`config.mk`:
```
export PLATFORM = sky130hd
export DESIGN_NAME = lpm_handshake
export DESIGN_NICKNAME = d
export VERILOG_FILES = /design/src/rtl/lpm_pkg.sv /design/src/rtl/lpm_span_counter.sv /design/src/rtl/lpm_fsm.sv /design/src/rtl/lpm_handshake.sv
export SDC_FILE = /design/constraint.sdc
export NUM_CORES = 1
export LEC_CHECK = 0
export BUFFER_PORTS_ARGS = -buffer_cell sky130_fd_sc_hd__buf_2
export CAP_MARGIN = 20
export CORE_MARGIN = 2
export CORE_UTILIZATION = 45
export CTS_BUF_LIST = sky130_fd_sc_hd__clkbuf_2 sky130_fd_sc_hd__clkbuf_4 sky130_fd_sc_hd__clkbuf_8
export CTS_CLUSTER_SIZE = 30
export DETAILED_ROUTE_END_ITERATION = 12
export PLACE_DENSITY = 0.74
export SYNTH_ARGS = -nofsm -noshare
export SYNTH_HDL_FRONTEND = slang
export SYNTH_SLANG_ARGS = --single-unit
```
`constraint.sdc`:
```
create_clock -name clk -period 3.8 [get_ports clk]
set_input_delay 0 -clock clk [delete_from_list [all_inputs] [get_ports clk]]
set_output_delay 0 -clock clk [all_outputs]
set_load 0.02 [all_outputs]
```
`src/rtl/lpm_pkg.sv`:
```
package lpm_pkg;
  localparam int PRIM_W = 3;

  typedef enum logic [PRIM_W-1:0] {
    PRIM_NONE        = 3'd0,
    PRIM_REQ_SHALLOW = 3'd1,
    PRIM_REQ_DEEP    = 3'd2,
    PRIM_ACCEPT      = 3'd3,
    PRIM_REJECT      = 3'd4
  } prim_e;

  typedef enum logic [2:0] {
    HS_IDLE,
    HS_REQUEST,
    HS_AWAIT_DECISION,
    HS_REPLY,
    HS_LOW
  } hs_state_e;

  typedef enum logic [1:0] {
    LP_ACTIVE  = 2'd0,
    LP_SHALLOW = 2'd1,
    LP_DEEP    = 2'd2
  } lp_e;

  function automatic prim_e request_code(input logic deep);
    return deep ? PRIM_REQ_DEEP : PRIM_REQ_SHALLOW;
  endfunction

  function automatic prim_e reply_code(input logic accept);
    return accept ? PRIM_ACCEPT : PRIM_REJECT;
  endfunction

  function automatic logic is_request(input logic [PRIM_W-1:0] p);
    return (p == PRIM_REQ_SHALLOW) || (p == PRIM_REQ_DEEP);
  endfunction

  function automatic lp_e target_state(input logic deep);
    return deep ? LP_DEEP : LP_SHALLOW;
  endfunction
endpackage

```
`src/rtl/lpm_span_counter.sv`:
```
module lpm_span_counter #(
  parameter int LIMIT = 8
) (
  input  logic clk,
  input  logic rst_n,
  input  logic run,
  output logic last
);
  localparam int CW = $clog2(LIMIT + 1);

  logic [CW-1:0] count_q;

  always_ff @(posedge clk) begin
    if (!rst_n || !run) count_q <= '0;
    else                count_q <= count_q + 1'b1;
  end

  // high in the LIMIT-th consecutive cycle of run
  assign last = run && (count_q == CW'(LIMIT - 1));
endmodule

```
`src/rtl/lpm_fsm.sv`:
```
module lpm_fsm
  import lpm_pkg::*;
(
  input  logic              clk,
  input  logic              rst_n,
  input  logic              up_req_valid,
  input  logic              up_req_deep,
  input  logic              up_dec_valid,
  input  logic              up_dec_accept,
  input  logic              lp_exit,
  input  logic              rx_valid,
  input  logic [PRIM_W-1:0] rx_prim,
  input  logic              reply_done,
  input  logic              timer_expired,
  output hs_state_e         state,
  output logic              target_deep,
  output logic              accept_q,
  output logic              ind_pulse,
  output logic              granted_pulse,
  output logic              rejected_pulse,
  output logic              timeout_pulse
);
  logic rx_accept, rx_reject, rx_request;

  assign rx_accept  = rx_valid && (rx_prim == PRIM_ACCEPT);
  assign rx_reject  = rx_valid && (rx_prim == PRIM_REJECT);
  assign rx_request = rx_valid && is_request(rx_prim);

  always_ff @(posedge clk) begin
    if (!rst_n) begin
      state          <= HS_IDLE;
      target_deep    <= 1'b0;
      accept_q       <= 1'b0;
      ind_pulse      <= 1'b0;
      granted_pulse  <= 1'b0;
      rejected_pulse <= 1'b0;
      timeout_pulse  <= 1'b0;
    end else begin
      ind_pulse      <= 1'b0;
      granted_pulse  <= 1'b0;
      rejected_pulse <= 1'b0;
      timeout_pulse  <= 1'b0;
      case (state)
        HS_IDLE: begin
          if (up_req_valid) begin
            state       <= HS_REQUEST;
            target_deep <= up_req_deep;
          end else if (rx_request) begin
            state       <= HS_AWAIT_DECISION;
            target_deep <= (rx_prim == PRIM_REQ_DEEP);
            ind_pulse   <= 1'b1;
          end
        end
        HS_REQUEST: begin
          if (rx_accept) begin
            state         <= HS_LOW;
            granted_pulse <= 1'b1;
          end else if (rx_reject) begin
            state          <= HS_IDLE;
            rejected_pulse <= 1'b1;
          end else if (timer_expired) begin
            state         <= HS_IDLE;
            timeout_pulse <= 1'b1;
          end
        end
        HS_AWAIT_DECISION: begin
          if (up_dec_valid) begin
            state    <= HS_REPLY;
            accept_q <= up_dec_accept;
          end
        end
        HS_REPLY: begin
          if (reply_done) state <= accept_q ? HS_LOW : HS_IDLE;
        end
        HS_LOW: begin
          if (lp_exit) state <= HS_IDLE;
        end
        default: state <= HS_IDLE;
      endcase
    end
  end
endmodule

```
`src/rtl/lpm_handshake.sv`:
```
module lpm_handshake
  import lpm_pkg::*;
#(
  parameter int REPLY_COUNT    = 8,
  parameter int TIMEOUT_CYCLES = 64
) (
  input  logic       clk,
  input  logic       rst_n,
  input  logic       up_req_valid,
  input  logic       up_req_deep,
  input  logic       up_dec_valid,
  input  logic       up_dec_accept,
  input  logic       lp_exit,
  input  logic       rx_valid,
  input  logic [2:0] rx_prim,
  output logic       tx_valid,
  output logic [2:0] tx_prim,
  output logic       up_ind_valid,
  output logic       up_ind_deep,
  output logic       up_granted,
  output logic       up_rejected,
  output logic       up_timeout,
  output logic [1:0] lp_state
);
  if (REPLY_COUNT < 4 || REPLY_COUNT > 16) begin : g_bad_reply_count
    $error("REPLY_COUNT must lie in 4..16");
  end

  hs_state_e state;
  logic      target_deep, accept_q;
  logic      requesting, replying, reply_done, timer_expired;

  assign requesting = (state == HS_REQUEST);
  assign replying   = (state == HS_REPLY);

  lpm_span_counter #(.LIMIT(REPLY_COUNT)) reply_cnt_i (
    .clk   (clk),
    .rst_n (rst_n),
    .run   (replying),
    .last  (reply_done)
  );

  if (TIMEOUT_CYCLES > 0) begin : g_timer
    lpm_span_counter #(.LIMIT(TIMEOUT_CYCLES)) timer_i (
      .clk   (clk),
      .rst_n (rst_n),
      .run   (requesting),
      .last  (timer_expired)
    );
  end else begin : g_no_timer
    assign timer_expired = 1'b0;
  end

  lpm_fsm fsm_i (
    .clk            (clk),
    .rst_n          (rst_n),
    .up_req_valid   (up_req_valid),
    .up_req_deep    (up_req_deep),
    .up_dec_valid   (up_dec_valid),
    .up_dec_accept  (up_dec_accept),
    .lp_exit        (lp_exit),
    .rx_valid       (rx_valid),
    .rx_prim        (rx_prim),
    .reply_done     (reply_done),
    .timer_expired  (timer_expired),
    .state          (state),
    .target_deep    (target_deep),
    .accept_q       (accept_q),
    .ind_pulse      (up_ind_valid),
    .granted_pulse  (up_granted),
    .rejected_pulse (up_rejected),
    .timeout_pulse  (up_timeout)
  );

  always_comb begin
    tx_valid = 1'b0;
    tx_prim  = PRIM_NONE;
    if (requesting) begin
      tx_valid = 1'b1;
      tx_prim  = request_code(target_deep);
    end else if (replying) begin
      tx_valid = 1'b1;
      tx_prim  = reply_code(accept_q);
    end
  end

  assign up_ind_deep = target_deep;
  assign lp_state    = (state == HS_LOW) ? target_state(target_deep) : LP_ACTIVE;
endmodule

```
# ---- After elaboration in Yosys (flattened, before gate mapping)
# Index checks and enable logic that the tools add are counted.
dict set report classes {
  bitwise 3
  n_eq_ne 15
  n_mux 24
  add_sub_neg 2
  reduce_logical 20
}
# cell count
set op_table {}
lappend op_table {{$mux W3} 12}
lappend op_table {{$pmux W3 S5} 1}
lappend op_table {{$eq A3 B2 Y1 const B} 4}
lappend op_table {{$mux W1} 8}
lappend op_table {{$add A7 B1 Y7 const B} 1}
lappend op_table {{$eq A7 B6 Y1 const B} 1}
lappend op_table {{$eq A3 B1 Y1 const B} 2}
lappend op_table {{$eq A3 B3 Y1 const B} 2}
lappend op_table {{$mux W2} 3}
lappend op_table {{$reduce_and A2 Y1} 3}
lappend op_table {{$reduce_or A3 Y1} 2}
lappend op_table {{$logic_and A1 B1 Y1} 5}
lappend op_table {{$reduce_and A5 Y1} 1}
lappend op_table {{$add A4 B1 Y4 const B} 1}
lappend op_table {{$eq A4 B3 Y1 const B} 1}
lappend op_table {{$ne A2 B2 Y1 const B} 2}
lappend op_table {{$ne A4 B1 Y1 const B} 1}
lappend op_table {{$reduce_or A4 Y1} 1}
lappend op_table {{$logic_not A1 Y1} 3}
lappend op_table {{$logic_not A3 Y1} 1}
lappend op_table {{$logic_or A1 B1 Y1} 3}
lappend op_table {{$ne A3 B2 Y1 const B} 1}
lappend op_table {{$not A1 Y1} 3}
lappend op_table {{$ne A2 B1 Y1 const B} 1}
lappend op_table {{$reduce_bool A2 Y1} 1}
dict set report totals {
  wordCells 73
  regBits 20
  out_inout_bits 11
}

# ---- Logic depth before layout (Yosys ltp)
# Gate-level depths: netlist of the first run.
dict set report depth {
  ltp_word 6
  depth_mapped 5
  mapped_depth_nobuf 5
}

# ---- Modules after synthesis
# Synthesis of the first run repeated with hierarchy kept, for this count alone.
dict set report unflattened {
  cells_unflattened 107
  area_unflattened_um2 947.2
}
# mod seq_area_each_um2 area_each_um2 cells_each n_inst
set modules_own_cells {}
lappend modules_own_cells {lpm_fsm 180.2 437.9 51 1}
lappend modules_own_cells {{lpm_span_counter at g_timer.timer_i} 140.1 274.0 29 1}
lappend modules_own_cells {{lpm_span_counter at reply_cnt_i} 80.1 157.7 15 1}
lappend modules_own_cells {lpm_handshake 0.0 77.6 12 1}

# ---- Worst setup path before layout of the first run
# Ideal clock, no wire load.
dict set report synth_path {
  path_kind {reg-to-output}
  from {reg fsm_i.state[0]}
  to {out tx_prim[1]}
  t_arrival_ps 1511
  n_path_buf 1
  required_time_ps 3800
  path_stages_with_launch 4
  slack_ps 2289
  cell_sequence {dfxtp_1 -> buf_2 -> nor2b_1 -> a21boi_0}
}
dict set report synth_via {
  elab_chain_cells 3
  word_cells_on_any_way 4
  cone_classes {eq/ne (2); mux (2)}
}
# item line
set synth_lines {}
lappend synth_lines {{start, declared} lpm_fsm.sv:15} ;# output hs_state_e state,
lappend synth_lines {{start signal, assigned} lpm_fsm.sv:73} ;# if (reply_done) state <= accept_q ? HS_LOW : HS_IDLE;
lappend synth_lines {{$eq A3 B2 Y1} lpm_handshake.sv:34} ;# assign replying = (state == HS_REPLY);
lappend synth_lines {{$mux W3} lpm_handshake.sv:81} ;# end else if (replying) begin
lappend synth_lines {{$mux W3 *} lpm_handshake.sv:78} ;# if (requesting) begin
lappend synth_lines {{end, declared} lpm_handshake.sv:17} ;# output logic [2:0] tx_prim,
# Every way passes the cells marked *; elsewhere a longest branch is shown, timed or not.

# ---- Worst setup path in the final report of the first run
dict set report layout_path {
  from {reg fsm_i.state[1]}
  to {out tx_prim[2]}
}
# The elaborated chain is that of the path after synthesis.

==> impl_metrics.py, run 1 <==
metrics = {
    "status": {
        "status": "complete, no violations",
    },
    "logic_synthesis": {
        "synth_cell_types": 38,
        "ys_top_cells_by_area": "dfxtp_1 (41%), nor2_1 (5.0%), xor2_1 (4.4%)",
        "netlist_area_um2": 985,
        "synth_edf_count": 0,
        "syn-mean-instance-area_um2": 9.20,
        "synthFlopType": "dfxtp_1",
        "synthCells": 107,
        "syn-num-nets": 120,
        "yosysSeqAreaShare_pct": 40.7,
        "synth-seq-cells": 20,
        "synth_area_leader_cell": "dfxtp_1",
        "yosysWarnings": 0,
        "synth_top_area_share_pct": 40.7,
        "synth_async_sr_flop_share_pct": 0,
    },
    "timing": {
        "final_max_slew_viol_count": 0,
        "fin_crit_sh_pct": 41.9,
        "setup_viol": 0,
        "worst_pin_slew_ns": 0.443,
        "fmaxAchievable_ghz": 0.628,
        "fin_worst_skew_ns": 0.00257,
        "max_slew_margin_pct": 70.0,
        "finalCriticalPeriod_ns": 1.59,
        "rsz0062_at_grt": "no",
        "hold_viol": 0,
        "setup_tns_ns": 0,
    },
    "place": {
        "dpl-instance-area_um2": 1100,
        "place_congestion": 0.764,
        "hpwl_mm": 1.40,
        "dp.cells": 150,
        "io_buffer_count": 21,
    },
    "setup_path": {
        "worst-setup-path-type": "flip-flop to primary output",
        "crit_arrival_ns": 1.59,
        "required_ns": 3.80,
        "cp-start-kind": "flip-flop",
        "cp-end-kind": "primary output",
        "worstPathMaxFanout": 14,
    },
    "power_and_ir_drop": {
        "p_clk_share_pct": 22.1,
        "ir_drop_uv": 329,
        "combPwrFrac_pct": 30.2,
        "power.internal_mw": 0.361,
        "switching_share_pct": 35.3,
        "power_switching_mw": 0.197,
        "power_density_nw_per_um2": 478,
        "total_power_mw": 0.558,
        "leakage_nw": 0.476,
        "seqPwrFrac_pct": 47.6,
    },
    "floorplanning": {
        "die_h_um": 50.8,
        "initial_utilization_pct": 48.7,
        "ioPinCount": 22,
        "die_w_um": 50.8,
        "core_um2": 2020,
        "die-area_um2": 2580,
        "fp-row-count": 16,
    },
    "finish": {
        "num_antenna_cells": 0,
        "stdcell_area_um2": 1170,
        "fill_cells": 193,
        "regMostFlops": "g_timer.timer_i.count_q",
        "drive_gt1_share_pct": 26.2,
        "reg_top3": "g_timer.timer_i.count_q: 7 flops, reply_cnt_i.count_q: 4 flops, fsm_i.state: 3 flops",
        "area_growth_pct": 18.6,
        "nets": 144,
        "largest_reg_flops": 7,
        "finalNonFillerCells": 157,
    },
    "grt": {
        "grt.total_usage_pct": 17.9,
        "grt-ovfl-total": 0,
        "grt_max_degree": 15,
        "grt_pass1_vias": 792,
        "grt_pass1_wl_mm": 3.44,
        "antenna_found_initial": 0,
    },
    "clock_network": {
        "tritoncts": "built",
        "postCtsSetupBuffers": 0,
        "numCtsBuffers": 3,
        "htree_levels": 1,
        "root_buffer": "clkbuf_4",
        "insertion_delay_ns": 0.30,
        "clockBufferDepth": 2,
        "cts.clk_slew.worst_paths_ns": 0.11,
        "numClockSinks": 20,
    },
    "routing": {
        "wire_per_inst_um": 12.7,
        "drtAntennaViolNets": 0,
        "routed_via_density": 5.30,
        "dr.first_iter.drc_count": 8,
        "drt-total-wl_mm": 2.00,
        "vias": 832,
        "drc": 0,
        "dr.pass1.iters": 4,
    },
    "min_path": {
        "hp-class": "input pin to flip-flop",
    },
    "flow_run": {
        "drv_cap": 0,
    },
}
## metrics by stage
stage | util [%] | setup slack (ns) | hold WS, ns
after detailed placement | 54.5 | 2.30 | 0.243
after global routing | 57.7 | 2.09 | 0.0314
final | 57.7 | 2.21 | 0.0118
after CTS | 57.7 | 2.20 | 0.000377
after global placement | 54.5 | 2.35 | 0.244
after floorplan | - | 2.29 | 0.144
## worst max-delay path, cell delays in order (launching register included)
cell     delay (ns)
dfxtp_1        0.62
and3b_1        0.35
nor2b_1        0.15
buf_2          0.16
## cells in the mapped netlist (all sizes together), types with 2 or more instances
cell type / count
xnor2: 3
nor4b: 4
o211ai: 2
nor2b: 2
nor3b: 2
a21boi: 2
a211oi: 3
nand3b: 2
buf: 3
a21oi: 3
nand2: 7
ha: 2
nand2b: 3
nand3: 7
dfxtp: 20
xor2: 5
nor4bb: 2
clkbuf: 2
o21ai: 4
nor2: 13
and3: 3
mux2i: 2
nor4: 2
## cell type report
type	instances	area (um^2)	share of cell area (%)
clock buffers	4	36.3	3.11
multi-input cells	81	558	47.8
flip-flops and latches	20	400	34.3
repair buffers	24	135	11.6
inverters	1	3.75	0.322
well taps	27	33.8	2.89
## path summary, 6_finish.rpt
| kind | to | depth (start not counted) | startpoint | slack [ns] |
|---|---|---|---|---|
| max | tx_prim[2] | 3 | fsm_i.state[1]$_SDFFE_PN0P_ | 2.21 |
| min | fsm_i.rejected_pulse$_SDFF_PP0_ | 3 | rx_prim[1] | 0.01 |
| max reg2reg | fsm_i.state[1]$_SDFFE_PN0P_ | 4 | fsm_i.state[2]$_SDFFE_PN0P_ | 2.25 |
| min reg2reg | reply_cnt_i.count_q[0]$_SDFF_PP0_ | 1 | reply_cnt_i.count_q[0]$_SDFF_PP0_ | 0.46 |
## metal layers
metal / global-route usage (%) / up-vias / share of wire [%]
met3: 5.36 / 4 / 2.8
met4: 5.41 / 0 / 1.1
met1: 21.8 / 389 / 47
met2: 30.0 / 11 / 49
li1: - / 428 / -
met5: 0 / - / 0
## cells in the final DEF, fill, tap and decap left out, types with 2 or more instances in the layout
| cell | synthesis | final |
|---|---|---|
| buf_2 | 3 | 21 |
| dfxtp_1 | 20 | 20 |
| nor2_1 | 13 | 13 |
| nand2_1 | 7 | 7 |
| nand3_1 | 7 | 7 |
| xor2_1 | 5 | 5 |
| o21ai_0 | 4 | 4 |
| nand2b_1 | 3 | 3 |
| nor4b_1 | 3 | 3 |
| a21oi_1 | 3 | 3 |
| xnor2_1 | 3 | 3 |
| and3_1 | 3 | 3 |
| clkbuf_4 | 0 | 3 |
| dlygate4sd3_1 | 0 | 3 |
| nor2b_1 | 2 | 2 |
| nor4bb_1 | 2 | 2 |
| nand3b_1 | 2 | 2 |
| a211oi_2 | 2 | 2 |
| mux2i_1 | 2 | 2 |
| ha_1 | 2 | 2 |
## power by group through the flow
stage / logic [mW] / clock network (mW) / registers [mW]
2_1_floorplan: 0.145 / 0 / 0.249
3_3_place_gp: 0.162 / 0 / 0.267
3_5_place_dp: 0.163 / 0 / 0.270
4_1_cts: 0.169 / 0.128 / 0.266
5_1_grt: 0.187 / 0.134 / 0.271
6_report: 0.169 / 0.123 / 0.266
## kinds of logic after synthesis
group           count (synthesis)  share of synthesized area [%]
simple gates                   52                           31.8
flops                          20                           40.7
compound gates                 17                           13.2
xor+xnor                        8                           7.12
buf+inv                         6                           2.67
mux                             2                           2.03
fa+ha+maj                       2                           2.54
## timing repair
| action | CTS | global route |
|---|---|---|
| resized for setup | 0 | 0 |
| endpoints found under the setup margin | 0 | 0 |
| endpoints found under the hold margin | 4 | 0 |
| hold buffers | 3 | 0 |
No activity file was read; power rests on OpenSTA's default activity.
==> run 2: changes to the inputs <==
clock period = 1.6 ns   (was 3.8 ns; I/O delays follow)
==> run 2 against run 1 <==
Net effect: global-route usage shrank 0.58 points; via count is the same; core utilization grew 1.6 points; clock skew grew 0.0018 ns; hold slack gained 0.0097 ns; non-clock buffer count grew 4; register-to-register slack lost 2.1 ns; flip-flop and latch count is the same; design area grew 2.8%; die area is the same; highest routed layer unchanged.
==> impl_metrics.py, run 2 (synthesized netlist as in run 1, its figures left out) <==
metrics = {
    "routing": {
        "drtAntennaViolNets": 0,
        "dr.first_iter.drc_count": 12,
        "dr.pass1.iters": 4,
        "drt-total-wl_mm": 1.92,
        "routed_via_density": 5.17,
        "drc": 0,
        "vias": 832,
        "wire_per_inst_um": 11.9,
    },
    "timing": {
        "setup_viol": 0,
        "max_slew_margin_pct": 68.2,
        "worst_pin_slew_ns": 0.470,
        "final_max_slew_viol_count": 0,
        "setup_tns_ns": 0,
        "fin_crit_sh_pct": 90.3,
        "hold_ws_ns": 0.0214,
        "fmaxAchievable_ghz": 0.692,
        "rsz0062_at_grt": "no",
        "hold_viol": 0,
        "fin_worst_skew_ns": 0.00433,
        "finalCriticalPeriod_ns": 1.44,
    },
    "finish": {
        "largest_reg_flops": 7,
        "final_cell_mix": "buf_2 (21), dfxtp_1 (18), nor2_1 (13)",
        "stdcell_area_um2": 1200,
        "fill_cells": 185,
        "num_antenna_cells": 0,
        "multiInputGateArea_um2": 558,
        "area_growth_pct": 21.9,
        "final_common_cell": "buf_2",
        "drive_gt1_share_pct": 29.9,
        "nets": 148,
        "finalNonFillerCells": 161,
        "register_area_um2": 403,
        "regMostFlops": "g_timer.timer_i.count_q",
        "reg_top3": "g_timer.timer_i.count_q: 7 flops, reply_cnt_i.count_q: 4 flops, fsm_i.state: 3 flops",
    },
    "power_and_ir_drop": {
        "leakage_nw": 0.496,
        "ir_drop_uv": 652,
        "total_power_mw": 1.37,
        "power_density_nw_per_um2": 1140,
    },
    "setup_path": {
        "cp-start-kind": "flip-flop",
        "worst-setup-path-type": "flip-flop to primary output",
        "cp-end-kind": "primary output",
        "crit_arrival_ns": 1.44,
        "required_ns": 1.60,
        "worstPathMaxFanout": 8,
    },
    "floorplanning": {
        "ioPinCount": 22,
        "fp-row-count": 16,
        "initial_utilization_pct": 48.7,
        "die_h_um": 50.8,
        "die_w_um": 50.8,
        "core_um2": 2020,
        "die-area_um2": 2580,
    },
    "place": {
        "dp.cells": 154,
        "io_buffer_count": 21,
        "dpl-instance-area_um2": 1130,
        "place_congestion": 0.772,
        "hpwl_mm": 1.44,
    },
    "flow_run": {
        "drv_cap": 0,
    },
    "clock_network": {
        "postCtsSetupBuffers": 0,
        "insertion_delay_ns": 0.29,
        "root_buffer": "clkbuf_4",
        "numClockSinks": 20,
        "tritoncts": "built",
        "cts.clk_slew.worst_paths_ns": 0.11,
        "clockBufferDepth": 2,
        "htree_levels": 1,
        "numCtsBuffers": 3,
    },
    "grt": {
        "grt_pass1_vias": 773,
        "antenna_found_initial": 0,
        "grt-ovfl-total": 0,
        "grt.total_usage_pct": 17.3,
        "grt_pass1_wl_mm": 3.37,
        "grt_max_degree": 13,
    },
    "status": {
        "status": "complete, no violations",
    },
    "min_path": {
        "hp-class": "input pin to flip-flop",
    },
}
[run 2: critical path, stage by stage, from the launching register on]
cell and delay, ns:
dfxtp_1 0.50, buf_4 0.21, nand2_1 0.09, o21ai_0 0.08, and2_1 0.13, buf_2 0.15
[run 2: layout make-up]
| class | instances | share of cell area, % |
|---|---|---|
| multi-input cells | 81 | 46.5 |
| flip-flops and latches | 20 | 33.6 |
| repair buffers | 28 | 13.8 |
| clock buffers | 4 | 3.02 |
| well taps | 27 | 2.82 |
| inverters | 1 | 0.313 |
[run 2: per-layer routing]
metal	GRT usage [%]	vias up	part of all wire, %
li1	-	434	-
met1	22.3	385	47
met2	28.7	11	49
met3	2.68	2	3.7
met4	6.76	0	0.78
met5	0	-	0
[run 2: power breakdown]
group	total [mW]	switching [mW]	leakage (nW)	internal [mW]
clock network	0.290	0.152	0.0210	0.139
logic	0.461	0.239	0.313	0.221
registers	0.621	0.0788	0.163	0.542
[run 2: worst paths after layout]
| path | slack (ns) | startpoint | end | depth (start not counted) |
|---|---|---|---|---|
| max reg2reg | 0.16 | reply_cnt_i.count_q[0]$_SDFF_PP0_ | fsm_i.state[1]$_SDFFE_PN0P_ | 5 |
| max | 0.16 | fsm_i.state[1]$_SDFFE_PN0P_ | tx_prim[0] | 5 |
| min reg2reg | 0.46 | reply_cnt_i.count_q[0]$_SDFF_PP0_ | reply_cnt_i.count_q[0]$_SDFF_PP0_ | 1 |
| min | 0.02 | rx_prim[1] | fsm_i.rejected_pulse$_SDFF_PP0_ | 3 |
[run 2: metrics by stage]
step,utilization (%),worst slack (ns)
after CTS,59.2,0.0429
after global placement,55.9,0.184
final,59.3,0.155
after floorplan,-,0.0891
after detailed placement,55.9,0.0786
after global routing,59.3,0.00412
[run 2: repair_timing]
item,CTS,global route
hold buffers,3,0
hold endpoints to repair,4,0
setup endpoints to repair,0,5
resized for setup,0,2
